<file path="src/rtl/acc_core_pkg.sv">
package acc_core_pkg;

    localparam int DATA_W = 16;
    localparam int OPC_W  = 4;
    localparam int ADDR_W = 12;
    localparam int PTR_W  = ADDR_W / 2;

    typedef logic [DATA_W-1:0] word_t;
    typedef logic [ADDR_W-1:0] addr_t;
    typedef logic [PTR_W-1:0]  ptr_t;

    typedef enum logic [OPC_W-1:0] {
        OP_LOAD   = 4'b0000,
        OP_STORE  = 4'b0001,
        OP_ADD    = 4'b0010,
        OP_SUB    = 4'b0011,
        OP_GOTO   = 4'b0100,
        OP_IFPOS  = 4'b0101,
        OP_IFNZ   = 4'b0110,
        OP_HALT   = 4'b0111,
        OP_IDXADD = 4'b1000
    } opcode_e;

    typedef struct packed {
        logic [OPC_W-1:0] opc;
        addr_t            field;
    } instr_t;

    typedef enum logic [2:0] {
        ST_BOOT,
        ST_EXEC,
        ST_FETCH,
        ST_PTR_IDX,
        ST_OPND,
        ST_HALT
    } state_e;

    typedef enum logic [1:0] {
        ALU_LOAD,
        ALU_ADD,
        ALU_SUB
    } alu_op_e;

    typedef enum logic [1:0] {
        JC_NONE,
        JC_ALWAYS,
        JC_NONNEG,
        JC_NONZERO
    } jcond_e;

    typedef enum logic [2:0] {
        CL_NOP,
        CL_MEM,
        CL_JUMP,
        CL_STOP,
        CL_INDEX
    } iclass_e;

    typedef struct packed {
        iclass_e cls;
        logic    store;
        alu_op_e alu;
        jcond_e  jc;
    } ctrl_t;

    function automatic ctrl_t decode_op(logic [OPC_W-1:0] opc);
        ctrl_t c;
        c = '{cls: CL_NOP, store: 1'b0, alu: ALU_LOAD, jc: JC_NONE};
        case (opc)
            OP_LOAD:   c.cls = CL_MEM;
            OP_STORE:  begin c.cls = CL_MEM; c.store = 1'b1; end
            OP_ADD:    begin c.cls = CL_MEM; c.alu = ALU_ADD; end
            OP_SUB:    begin c.cls = CL_MEM; c.alu = ALU_SUB; end
            OP_GOTO:   begin c.cls = CL_JUMP; c.jc = JC_ALWAYS; end
            OP_IFPOS:  begin c.cls = CL_JUMP; c.jc = JC_NONNEG; end
            OP_IFNZ:   begin c.cls = CL_JUMP; c.jc = JC_NONZERO; end
            OP_HALT:   c.cls = CL_STOP;
            OP_IDXADD: begin c.cls = CL_INDEX; c.alu = ALU_ADD; end
            default:   c.cls = CL_NOP;
        endcase
        return c;
    endfunction

    function automatic logic cond_met(jcond_e jc, word_t acc);
        case (jc)
            JC_ALWAYS:  return 1'b1;
            JC_NONNEG:  return ~acc[DATA_W-1];
            JC_NONZERO: return |acc;
            default:    return 1'b0;
        endcase
    endfunction

    function automatic addr_t widen_ptr(ptr_t p);
        return {{(ADDR_W-PTR_W){1'b0}}, p};
    endfunction

endpackage

</file>
<file path="src/rtl/acc_decoder.sv">
module acc_decoder
    import acc_core_pkg::*;
(
    input  instr_t ir,
    input  word_t  acc,
    output ctrl_t  ctl,
    output logic   take_jump,
    output addr_t  base_addr,
    output addr_t  idx_addr
);
    always_comb begin
        ctl       = decode_op(ir.opc);
        take_jump = (ctl.cls == CL_JUMP) && cond_met(ctl.jc, acc);
        base_addr = widen_ptr(ir.field[ADDR_W-1:PTR_W]);
        idx_addr  = widen_ptr(ir.field[PTR_W-1:0]);
    end
endmodule

</file>
<file path="src/rtl/acc_alu.sv">
module acc_alu
    import acc_core_pkg::*;
#(
    parameter int W = DATA_W
) (
    input  alu_op_e      op,
    input  logic [W-1:0] a,
    input  logic [W-1:0] b,
    output logic [W-1:0] y
);
    always_comb begin
        case (op)
            ALU_ADD: y = a + b;
            ALU_SUB: y = a - b;
            default: y = b;
        endcase
    end
endmodule

</file>
<file path="src/rtl/acc_sequencer.sv">
module acc_sequencer
    import acc_core_pkg::*;
(
    input  logic    clk,
    input  logic    rst,
    input  iclass_e cls,
    output state_e  state
);
    state_e nxt;

    always_comb begin
        nxt = state;
        case (state)
            ST_BOOT:    nxt = ST_EXEC;
            ST_EXEC: begin
                case (cls)
                    CL_STOP:  nxt = ST_HALT;
                    CL_MEM:   nxt = ST_FETCH;
                    CL_INDEX: nxt = ST_PTR_IDX;
                    default:  nxt = ST_EXEC;
                endcase
            end
            ST_FETCH:   nxt = ST_EXEC;
            ST_PTR_IDX: nxt = ST_OPND;
            ST_OPND:    nxt = ST_FETCH;
            ST_HALT:    nxt = ST_HALT;
            default:    nxt = ST_BOOT;
        endcase
    end

    always_ff @(posedge clk) begin
        if (rst) state <= ST_BOOT;
        else     state <= nxt;
    end
endmodule

</file>
<file path="src/rtl/acc_core.sv">
module acc_core
    import acc_core_pkg::*;
#(
    parameter int CNT_W = 32
) (
    input  logic             clk,
    input  logic             rst,
    output logic [11:0]      mem_addr,
    output logic [15:0]      mem_wdata,
    output logic             mem_we,
    input  logic [15:0]      mem_rdata,
    output logic             halted,
    output logic [CNT_W-1:0] cycle_count
);
    state_e  state;
    instr_t  ir_q;
    word_t   acc_q;
    addr_t   pc_q;
    addr_t   ptr_q;
    ctrl_t   ctl;
    logic    take_jump;
    addr_t   base_addr;
    addr_t   idx_addr;
    alu_op_e alu_op;
    word_t   alu_y;
    logic    in_exec;
    logic    fetch_now;
    logic    acc_load;
    logic    [CNT_W-1:0] cnt_q;

    acc_decoder u_dec (
        .ir        (ir_q),
        .acc       (acc_q),
        .ctl       (ctl),
        .take_jump (take_jump),
        .base_addr (base_addr),
        .idx_addr  (idx_addr)
    );

    acc_sequencer u_seq (
        .clk   (clk),
        .rst   (rst),
        .cls   (ctl.cls),
        .state (state)
    );

    assign alu_op = (state == ST_OPND) ? ALU_ADD : ctl.alu;

    acc_alu #(.W(DATA_W)) u_alu (
        .op (alu_op),
        .a  (acc_q),
        .b  (mem_rdata),
        .y  (alu_y)
    );

    assign in_exec = (state == ST_EXEC);

    always_comb begin
        fetch_now = 1'b0;
        case (state)
            ST_BOOT, ST_FETCH: fetch_now = 1'b1;
            ST_EXEC: fetch_now = (ctl.cls == CL_NOP) || (ctl.cls == CL_JUMP);
            default: fetch_now = 1'b0;
        endcase
    end

    assign acc_load = (in_exec && ctl.cls == CL_MEM && !ctl.store)
                   || (state == ST_OPND);

    always_comb begin
        mem_addr = pc_q;
        case (state)
            ST_EXEC: begin
                case (ctl.cls)
                    CL_MEM:   mem_addr = ir_q.field;
                    CL_INDEX: mem_addr = base_addr;
                    CL_JUMP:  mem_addr = take_jump ? ir_q.field : pc_q;
                    default:  mem_addr = pc_q;
                endcase
            end
            ST_PTR_IDX: mem_addr = idx_addr;
            ST_OPND:    mem_addr = ptr_q;
            default:    mem_addr = pc_q;
        endcase
    end

    assign mem_we    = in_exec && (ctl.cls == CL_MEM) && ctl.store;
    assign mem_wdata = acc_q;
    assign halted    = (state == ST_HALT);

    always_ff @(posedge clk) begin
        if (rst) begin
            pc_q  <= '0;
            ir_q  <= '0;
        end else if (fetch_now) begin
            ir_q  <= instr_t'(mem_rdata);
            pc_q  <= mem_addr + addr_t'(1);
        end
    end

    always_ff @(posedge clk) begin
        if (rst)           acc_q <= '0;
        else if (acc_load) acc_q <= alu_y;
    end

    always_ff @(posedge clk) begin
        if (rst)
            ptr_q <= '0;
        else if (in_exec && ctl.cls == CL_INDEX)
            ptr_q <= mem_rdata[ADDR_W-1:0];
        else if (state == ST_PTR_IDX)
            ptr_q <= ptr_q + mem_rdata[ADDR_W-1:0];
    end

    always_ff @(posedge clk) begin
        if (rst)                  cnt_q <= '0;
        else if (state != ST_HALT) cnt_q <= cnt_q + 1'b1;
    end

    assign cycle_count = cnt_q;
endmodule

</file>
<file path="config.mk">
export PLATFORM = sky130hd
export DESIGN_NAME = acc_core
export DESIGN_NICKNAME = d
export VERILOG_FILES = /design/src/rtl/acc_core_pkg.sv /design/src/rtl/acc_decoder.sv /design/src/rtl/acc_alu.sv /design/src/rtl/acc_sequencer.sv /design/src/rtl/acc_core.sv
export SDC_FILE = /design/constraint.sdc
export NUM_CORES = 1
export LEC_CHECK = 0
export CAP_MARGIN = 20
export CORE_AREA = 2 2 150 152
export CTS_CLUSTER_DIAMETER = 50
export DETAILED_ROUTE_END_ITERATION = 8
export DIE_AREA = 0 0 152 154
export GPL_TIMING_DRIVEN = 1
export HOLD_SLACK_MARGIN = 0.1
export PLACE_DENSITY = 0.55
export SETUP_SLACK_MARGIN = 0.15
export SLEW_MARGIN = 20
export SYNTH_ARGS = -nofsm -noshare
export SYNTH_HDL_FRONTEND = slang
export SYNTH_SLANG_ARGS = --single-unit
</file>
<file path="constraint.sdc">
create_clock -name clk -period 5.68 [get_ports clk]
set_clock_uncertainty 0.05 [all_clocks]
set_input_delay 0.852 -clock clk [delete_from_list [all_inputs] [get_ports clk]]
set_output_delay 0.852 -clock clk [all_outputs]
set_load 0.03 [all_outputs]
</file>
Word-level counts from Yosys, hierarchy flattened
Cells that the tools add are included.

word-level totals
  output and inout port bits = 62
  bits in registers = 91
  input port bits = 18
  logic and storage cells = 68

operators by class
  eq/ne operators = 23
  reduce and logical (&&, ||, !) cells = 17
  muxes and demuxes = 15
  bitwise logic cells = 1
  $add $sub $neg = 5

operators by type and width
  kind                                           count
  one-hot mux 12 bit (3 select lines)            2
  2-to-1 mux 12 bit                              3
  adder 32 x 1 -> 32 bit, second input constant  1
  one-hot mux 16 bit (2 select lines)            1
  adder 16 bit                                   1
  == test 4 x 3 -> 1 bit, second input constant  4
  OR reduction 16 bit                            1
  subtractor 16 bit                              1
  one-hot mux 3 bit (5 select lines)             1
  adder 12 x 1 -> 12 bit, second input constant  1
  adder 12 bit                                   1
  == test 3 x 2 -> 1 bit, second input constant  4
  one-hot mux 3 bit (4 select lines)             1
  == test 3 bit, second input constant           3
  one-hot mux 3 bit (3 select lines)             1
  == test 4 x 2 -> 1 bit, second input constant  2
  == test 2 bit, second input constant           3
  == test 3 x 1 -> 1 bit, second input constant  2
  logical NOT 3 bit                              2
  one-hot mux 2 bit (3 select lines)             1
  logical AND 1 bit                              5
  == test 2 x 1 -> 1 bit, second input constant  2
  == test 4 x 1 -> 1 bit, second input constant  1
  == test 4 bit, second input constant           1
  14 further kinds                               16

Logic depth before layout (Yosys ltp)
Gate-level depths: netlist of run 1.

  depth in word-level cells = 9
  depth in mapped cells = 18
  gate-level depth less buffers = 15

By module
A second synthesis of run 1 with hierarchy kept.

unflattened totals
  cell total of the unflattened synthesis = 891
  area, all modules = 6961.7 um^2

modules (own cells, without submodules)
  module         cells an instance  sequential area each (um^2)  times used  area each (um^2)
  acc_core       639                1761.7                       1           5216.3
  acc_alu        192                0.0                          1           1297.5
  acc_decoder    46                 0.0                          1           305.3
  acc_sequencer  14                 60.1                         1           142.6

Least setup slack after synthesis of run 1
Ideal clock, no wire load.

  path type = reg2reg
  start = register ir_q[13] in the netlist's numbering
  end = register acc_q[13], in the netlist mem_wdata[13]
  clock period less this slack = 3.851 ns
  data required time = 5.544 ns
  setup slack = 1.829 ns
  arrival time = 3.716 ns
  cell stages (with the launch flop) = 18
  library setup time = 0.086 ns
  buffers on the path = 4
  path through = dfxtp_1 -> buf_2 -> buf_2 -> buf_2 -> xor2_1 -> a21oi_1 -> ha_1 -> clkbuf_1 -> mux2i_1 -> ha_1 -> nor2b_1 -> o31ai_1 -> a211oi_1 -> o31ai_1 -> o21ai_0 -> xor2_1 -> mux2i_1 -> a211oi_1

on the way
  word-level cells in the longest chain between the ends = 7
  elaborated cells on any way between the ends = 24
  those cells by class = eq/ne (11); mux (5); reduce/logical (8)

RTL lines
  element                                                                    RTL line            source
  from (decl)                                                                acc_core.sv:16      instr_t ir_q;
  from (signal assigned)                                                     acc_core.sv:96      ir_q <= instr_t'(mem_rdata);
  == test 4 x 1 -> 1 bit (tied with other cells)                             acc_core_pkg.sv:69  case (opc)
  OR reduction 4 bit (no line) / OR reduction 3 bit (equally long branches)  n/a
  one-hot mux 3 bit (4 select lines)                                         acc_core_pkg.sv:69
  == test 3 x 1 -> 1 bit                                                     acc_core.sv:67      assign acc_load = (in_exec && ctl.cls == CL_MEM && !ctl.store)
  logical AND 1 bit (2 in series)                                            acc_core.sv:67
  logical OR 1 bit                                                           acc_core.sv:68      || (state == ST_OPND);
  to (signal assigned)                                                       acc_core.sv:103     else if (acc_load) acc_q <= alu_y;
  to (decl)                                                                  acc_core.sv:17      word_t acc_q;

Several ways; a longest one is shown, not always the timed one.
A chain may end at the register's enable or synchronous reset.

Worst setup path in the final report of run 1
Same ends and word-level chain as after synthesis.

==> results_dict.tcl, run 1 <==
set metrics [dict create \
    final_layout_size_suffix_gt1_share_pct 6.24 \
    slowest_delay_ns 0.89 \
    pre_cts_ws_ns 1.18 \
    hold_buffers 0 \
    met1_usage_pct 22.3 \
    port_buffers 79 \
    drtPass1Iterations 5 \
    syn-num-nets 893 \
    drv_cap 0 \
    yosys_warnings 0 \
    critPathMaxFanout 26 \
    wl_per_cell_um 16.2 \
    ir_drop_mv 0.165 \
    crit_arrival_ns 4.78 \
    slew_headroom_pct 30.9 \
    p_per_area_nw_per_um2 286 \
    diodes 0 \
    rsz0062_at_grt "false" \
    finalSetupViolCount 0 \
    clk_latency_ns 0.36 \
    grt_pass1_wl_mm 30.5 \
    core_area_um2 21700 \
    cts_resized 0 \
    cp_cell_sequence "nand2_1 > nor3_1 > ha_1 > mux2i_1 > ha_1 > nor2b_1 > o31ai_1 > a211oi_1 > o31ai_1 > o21ai_0 > xor2_1 > mux2i_1 > a211oi_1" \
    switching_share_pct 37.5 \
    p_comb_share_pct 34.8 \
    end_kind "flop" \
    p_seq_share_pct 34.8 \
    grt_pass1_vias 5682 \
    hold_viol_final 0 \
    setup_tns_ns 0 \
    clockBufferDepth 2 \
    rows 54 \
    cts_setup_buffers 0 \
    fill_cells 2271 \
    ys.flop_type "dfxtp_1" \
    holdWs_ns 0.446 \
    clkPwrFrac_pct 30.4 \
    grt-busiest-layer "met2" \
    clock-sinks 91 \
    ys_seq_area_share_pct 28.1 \
    syn_avg_cell_area_um2 7.68 \
    ys_async_sr_fraction_pct 0 \
    netlist.area_leader.share_pct 28.1 \
    die_w_um 152 \
    power_switching_w 0.000837 \
    avgViaCountPerCell 5.30 \
    initialDrtViolationCount 404 \
    fin_ws_ns 1.13 \
    status "completed" \
    critical_path_buf_inv_count 0 \
    synthCells 843 \
    ys_ff_latch 91 \
    fmax_mhz 220 \
    initial_core_util_pct 29.9 \
    p_total_w 0.00223 \
    syn_to_final_growth_pct 20.4 \
    hpwl_mm 13.7 \
    synth_edf_count 0 \
    grt.met2_usage_pct 24.2 \
    p_int_w 0.00139 \
    antenna_found_initial 0 \
    worstSetupPathType "reg -> reg" \
    slew_viol_final 0 \
    hold_path.class "reg -> reg" \
    yosysMostFrequentCell "nand2_1" \
    gr-usage-met3_pct 3.07 \
    clkSlewWorstSetupHoldPaths_ns 0.07 \
    required_ns 5.91 \
    critPathLaunchType "flop" \
    cts_made_buffers 9 \
    nets 942 \
    cts_tree "done" \
    period_needed_ns 4.55 \
    ios 80 \
    crit_family "compound AO/OA/AOI/OAI gates" \
    h-tree-depth 3 \
    fp.dieH_um 154 \
    ant_nets 0 \
    yosys.area.top_type "dfxtp_1" \
    drc 0 \
    overflow 0 \
    fin_crit_sh_pct 80.2 \
    yosys-top-cells-area "dfxtp_1 28%, ha_1 5.8%, a21oi_1 5.4%, nand2_1 5.4%, nor2_1 5.3%" \
    track_usage_pct 15.9 \
    synth_commonest_cells "93 x nand2_1, 92 x nor2_1, 91 x dfxtp_1" \
    synth_cell_types 72 \
    dieArea_um2 23400 \
    vias 6233 \
    p_leak_nw 2.90 \
    cp_slowest_cell "dfxtp_1" \
    syn_area_um2 6470 \
    drt-total-wl_mm 19.0 \
    grt_max_degree 66 \
    ctsRootBufferMaster "clkbuf_16" \
    gp_congestion 0.854 \
    worst_pin_slew_ns 1.04 \
]
## path summary, 6_finish.rpt
kind	depth (start not counted)	start	endpoint	slack (ns)
setup / recovery	13	ir_q[13]	mem_wdata[13]	1.13
hold / removal	2	ir_q[9]	ir_q[9]	0.45
setup reg to reg	13	ir_q[13]	mem_wdata[13]	1.13
hold reg to reg	2	ir_q[9]	ir_q[9]	0.45
## sequential cells by signal (all words and copies together) (netlist names)
name	flops
mem_wdata	16
ptr_q	12
cycle_count	32
ir_q	16
u_seq.state	3
pc_q	12
## cell usage in the layout (no fill, tap or decap), types with 11 or more instances in the layout
cell type and count:
a21oi_1 69, a31oi_1 11, clkdlybuf4s50_1 78, dfxtp_1 91, ha_1 30, inv_1 24
nand2_1 93, nand2b_1 11, nand3_1 30, nand4_1 13, nor2_1 92, nor2b_1 14
nor3_1 26, o211ai_1 15, o21ai_0 32, or3_1 11, xnor2_1 29, xor2_1 32
## cell families (layout without fill, tap and decap cells)
family,after synthesis,after routing,share of synthesized area (%)
flops,91,91,28.1
simple gates,350,350,26.8
fa+ha+maj,32,32,6.42
buf+inv,74,128,4.85
compound gates,223,223,23.7
mux,12,12,1.89
xor+xnor,61,61,8.25
## layer usage
metal  vias up  wire length, um
li1       3145                -
met1      2921             9350
met2       141             8410
met3        26              883
met4         0              363
met5         -                0
## area by class of cell
class | instances | area [um^2] | area share, %
Multi-Input combinational cell | 678 | 4350 | 55.8
Sequential cell | 91 | 1820 | 23.4
Timing Repair Buffer | 88 | 856 | 11.0
Tap cell | 280 | 350 | 4.49
Clock buffer | 9 | 225 | 2.89
Clock inverter | 7 | 101 | 1.30
Inverter | 24 | 90.1 | 1.16
## metrics by stage
stage / instance area, um^2 / util [%] / std cells
2_1_floorplan: 6470 / - / 843
3_5_place_dp: 7470 / 34.4 / 1161
3_3_place_gp: 7470 / 34.4 / 1161
6_report: 7800 / 36.0 / 1177
5_1_grt: 7800 / 36.0 / 1177
4_1_cts: 7800 / 36.0 / 1177
## worst min-delay path, stage by stage (launching register included)
cell and delay (ns):
dfxtp_1 0.34, nand2_1 0.06, a21oi_1 0.05
## power groups by stage
stage	Clock, W	Sequential (W)	Combinational (W)
2_1_floorplan	0	0.000781	0.000552
3_3_place_gp	0	0.000790	0.000775
3_5_place_dp	0	0.000790	0.000774
4_1_cts	0.000696	0.000775	0.000779
5_1_grt	0.000714	0.000787	0.000854
6_report	0.000678	0.000777	0.000777
Note: power is estimated with default switching activity, not from simulation.
==> run 2: changes to the inputs <==
--- a/config.mk
+++ b/config.mk
@@ -12,7 +12,7 @@
 export DIE_AREA = 0 0 152 154
 export GPL_TIMING_DRIVEN = 1
 export HOLD_SLACK_MARGIN = 0.1
-export PLACE_DENSITY = 0.55
+export PLACE_DENSITY = 0.57
 export SETUP_SLACK_MARGIN = 0.15
 export SLEW_MARGIN = 20
 export SYNTH_ARGS = -nofsm -noshare
==> constraint.sdc (replaced) <==
create_clock -name clk -period 3.8 [get_ports clk]
set_clock_uncertainty 0.05 [all_clocks]
set_input_delay 0.57 -clock clk [delete_from_list [all_inputs] [get_ports clk]]
set_output_delay 0.57 -clock clk [all_outputs]
set_load 0.03 [all_outputs]
==> run 2 against run 1 <==
Effect of this change:
- cell count up 5.3%
- via count up 3.0%
- design area rose by 7.0%
- setup slack got worse by 0.86 ns
- critical path type is now reg -> out
- critical path depth down 5
- die area stayed put
- wire length increased by 4.8%
- total power increased by 53%
- non-clock buffer count increased by 62
==> results_dict.tcl, run 2 (synthesis gave the netlist of run 1 again) <==
set metrics [dict create \
    min_from "ir_q[9]" \
    period_needed_ns 3.53 \
    p_leak_nw 3.30 \
    clock-sinks 91 \
    status "completed" \
    place_area_um2 7930 \
    drc 0 \
    vias 6420 \
    grt_pass1_wl_mm 32.0 \
    fp.dieH_um 154 \
    slew_headroom_pct 51.6 \
    whs_endpoint "ir_q[9]" \
    core_area_um2 21700 \
    h-tree-depth 3 \
    grt_pass1_vias 5996 \
    track_usage_pct 16.7 \
    ir_drop_mv 0.210 \
    initial_core_util_pct 29.9 \
    final_common_cell "nand2_1" \
    drt-total-wl_mm 19.9 \
    cts_made_buffers 9 \
    gp_congestion 0.890 \
    avgViaCountPerCell 5.18 \
    drtPass1Iterations 5 \
    clockBufferDepth 2 \
    grt_max_degree 47 \
    rows 54 \
    setup_tns_ns 0 \
    critPathMaxFanout 23 \
    min_path_cells 2 \
    required_ns 3.18 \
    syn_to_final_growth_pct 28.9 \
    final_cells 1239 \
    regToRegSetupSlack_ns 0.34 \
    clkSlewWorstSetupHoldPaths_ns 0.07 \
    drv_cap 0 \
    hold_viol_final 0 \
    end_kind "output pin" \
    critPathLaunchType "flop" \
    slowest_delay_ns 0.67 \
    finalSetupViolCount 0 \
    r2r-end "mem_wdata[13]" \
    worst_pin_slew_ns 0.726 \
    crit_arrival_ns 2.91 \
    worstSetupPathType "reg -> out" \
    initialDrtViolationCount 453 \
    hpwl_mm 15.0 \
    port_buffers 79 \
    reg2reg_from "ir_q[15]" \
    wl_per_cell_um 16.1 \
    ant_nets 0 \
    p_per_area_nw_per_um2 408 \
    p_total_w 0.00340 \
    fin_crit_sh_pct 93.0 \
    nets 1004 \
    cp_cell_sequence "buf_4 > or2_2 > or3_4 > o311ai_4 > a22oi_2 > and2_1 > inv_1 > clkdlybuf4s50_1" \
    stdcell_area_um2 8340 \
    ios 80 \
    slew_viol_final 0 \
    diodes 0 \
    overflow 0 \
    place_inst 1221 \
    ctsRootBufferMaster "clkbuf_16" \
    largest_register_ffs 32 \
    rsz0062_at_grt "true" \
    hold_path.class "reg -> reg" \
    die_w_um 152 \
    hold_buffers 0 \
    antenna_found_initial 0 \
    clk_latency_ns 0.36 \
    final_core_utilization_pct 38.5 \
    cts_tree "done" \
    dieArea_um2 23400 \
    cp_slowest_cell "clkdlybuf4s50_1" \
    fmax_mhz 283 \
    final_layout_size_suffix_gt1_share_pct 14.1 \
    ff2ff_path_depth 14 \
    final_cell_mix "93 x nand2_1, 91 x nor2_1, 91 x dfxtp_1" \
]
[run 2: metrics by stage]
step	hold slack (ns)	worst slack [ns]
after global placement	0.425	-0.157
after global routing	0.469	0.136
final	0.437	0.266
after CTS	0.439	0.160
after detailed placement	0.430	-0.211
after floorplan	0.395	0.170
[run 2: final cells by class]
cell class	count	area (um^2)
Sequential cell	91	1820
Fill cell	2222	13300
Tap cell	280	350
Timing Repair Buffer	150	1340
Inverter	24	90.1
Clock inverter	7	81.3
Multi-Input combinational cell	678	4440
Clock buffer	9	225
[run 2: power by group]
group          internal, W  switching [W]  total [W]
combinational     0.000575       0.000769    0.00134
clock             0.000472       0.000463   0.000935
sequential         0.00103      0.0000930    0.00113
total              0.00208        0.00132    0.00340
[run 2: timing repair]
item	in CTS	in global routing
pin swaps	0	4
setup buffers	0	2
resized for setup	7	19
endpoints found under the setup margin	12	14
[run 2: worst max-delay path by stage]
stage               slack (ns)  depth (start not counted)         start            end
floorplan                 0.17                         17      ir_q[13]  mem_wdata[13]
global placement         -0.16                         17  mem_rdata[3]  mem_wdata[15]
detailed placement       -0.21                         17  mem_rdata[2]  mem_wdata[15]
CTS                       0.16                          7  mem_wdata[1]    mem_addr[8]
global route              0.14                         15      ir_q[15]  mem_wdata[14]
finish                    0.27                          8      ir_q[13]    mem_addr[7]
[run 2: layer usage]
metal	up-vias	global-route usage, %	wire (um)
met2	156	26.9	9050
li1	3273	-	-
met3	14	4.23	1070
met1	2977	22.5	9520
met4	0	3.92	272
met5	-	0	0
[run 2: critical path, delay by kind of cell, from the launching register on]
kind                   cells  cell delay [ns]
AOI/OAI and AO/OA          2             0.26
buffers and inverters      3             0.99
DFF                        1             0.35
and+or+nand+nor            3             0.95
==> run 3: changes to the inputs <==
--- a/config.mk
+++ b/config.mk
@@ -5,6 +5,7 @@
 export SDC_FILE = /design/constraint.sdc
 export NUM_CORES = 1
 export LEC_CHECK = 0
+export ABC_CLOCK_PERIOD_IN_PS = 3800
 export CAP_MARGIN = 20
 export CORE_AREA = 2 2 150 152
 export CTS_CLUSTER_DIAMETER = 50
@@ -14,7 +15,6 @@
 export HOLD_SLACK_MARGIN = 0.1
 export PLACE_DENSITY = 0.57
 export SETUP_SLACK_MARGIN = 0.15
-export SLEW_MARGIN = 20
 export SYNTH_ARGS = -nofsm -noshare
 export SYNTH_HDL_FRONTEND = slang
 export SYNTH_SLANG_ARGS = --single-unit
==> results of run 3 <==
Same layout as run 2: the final DEF is identical, and so are final timing and power.
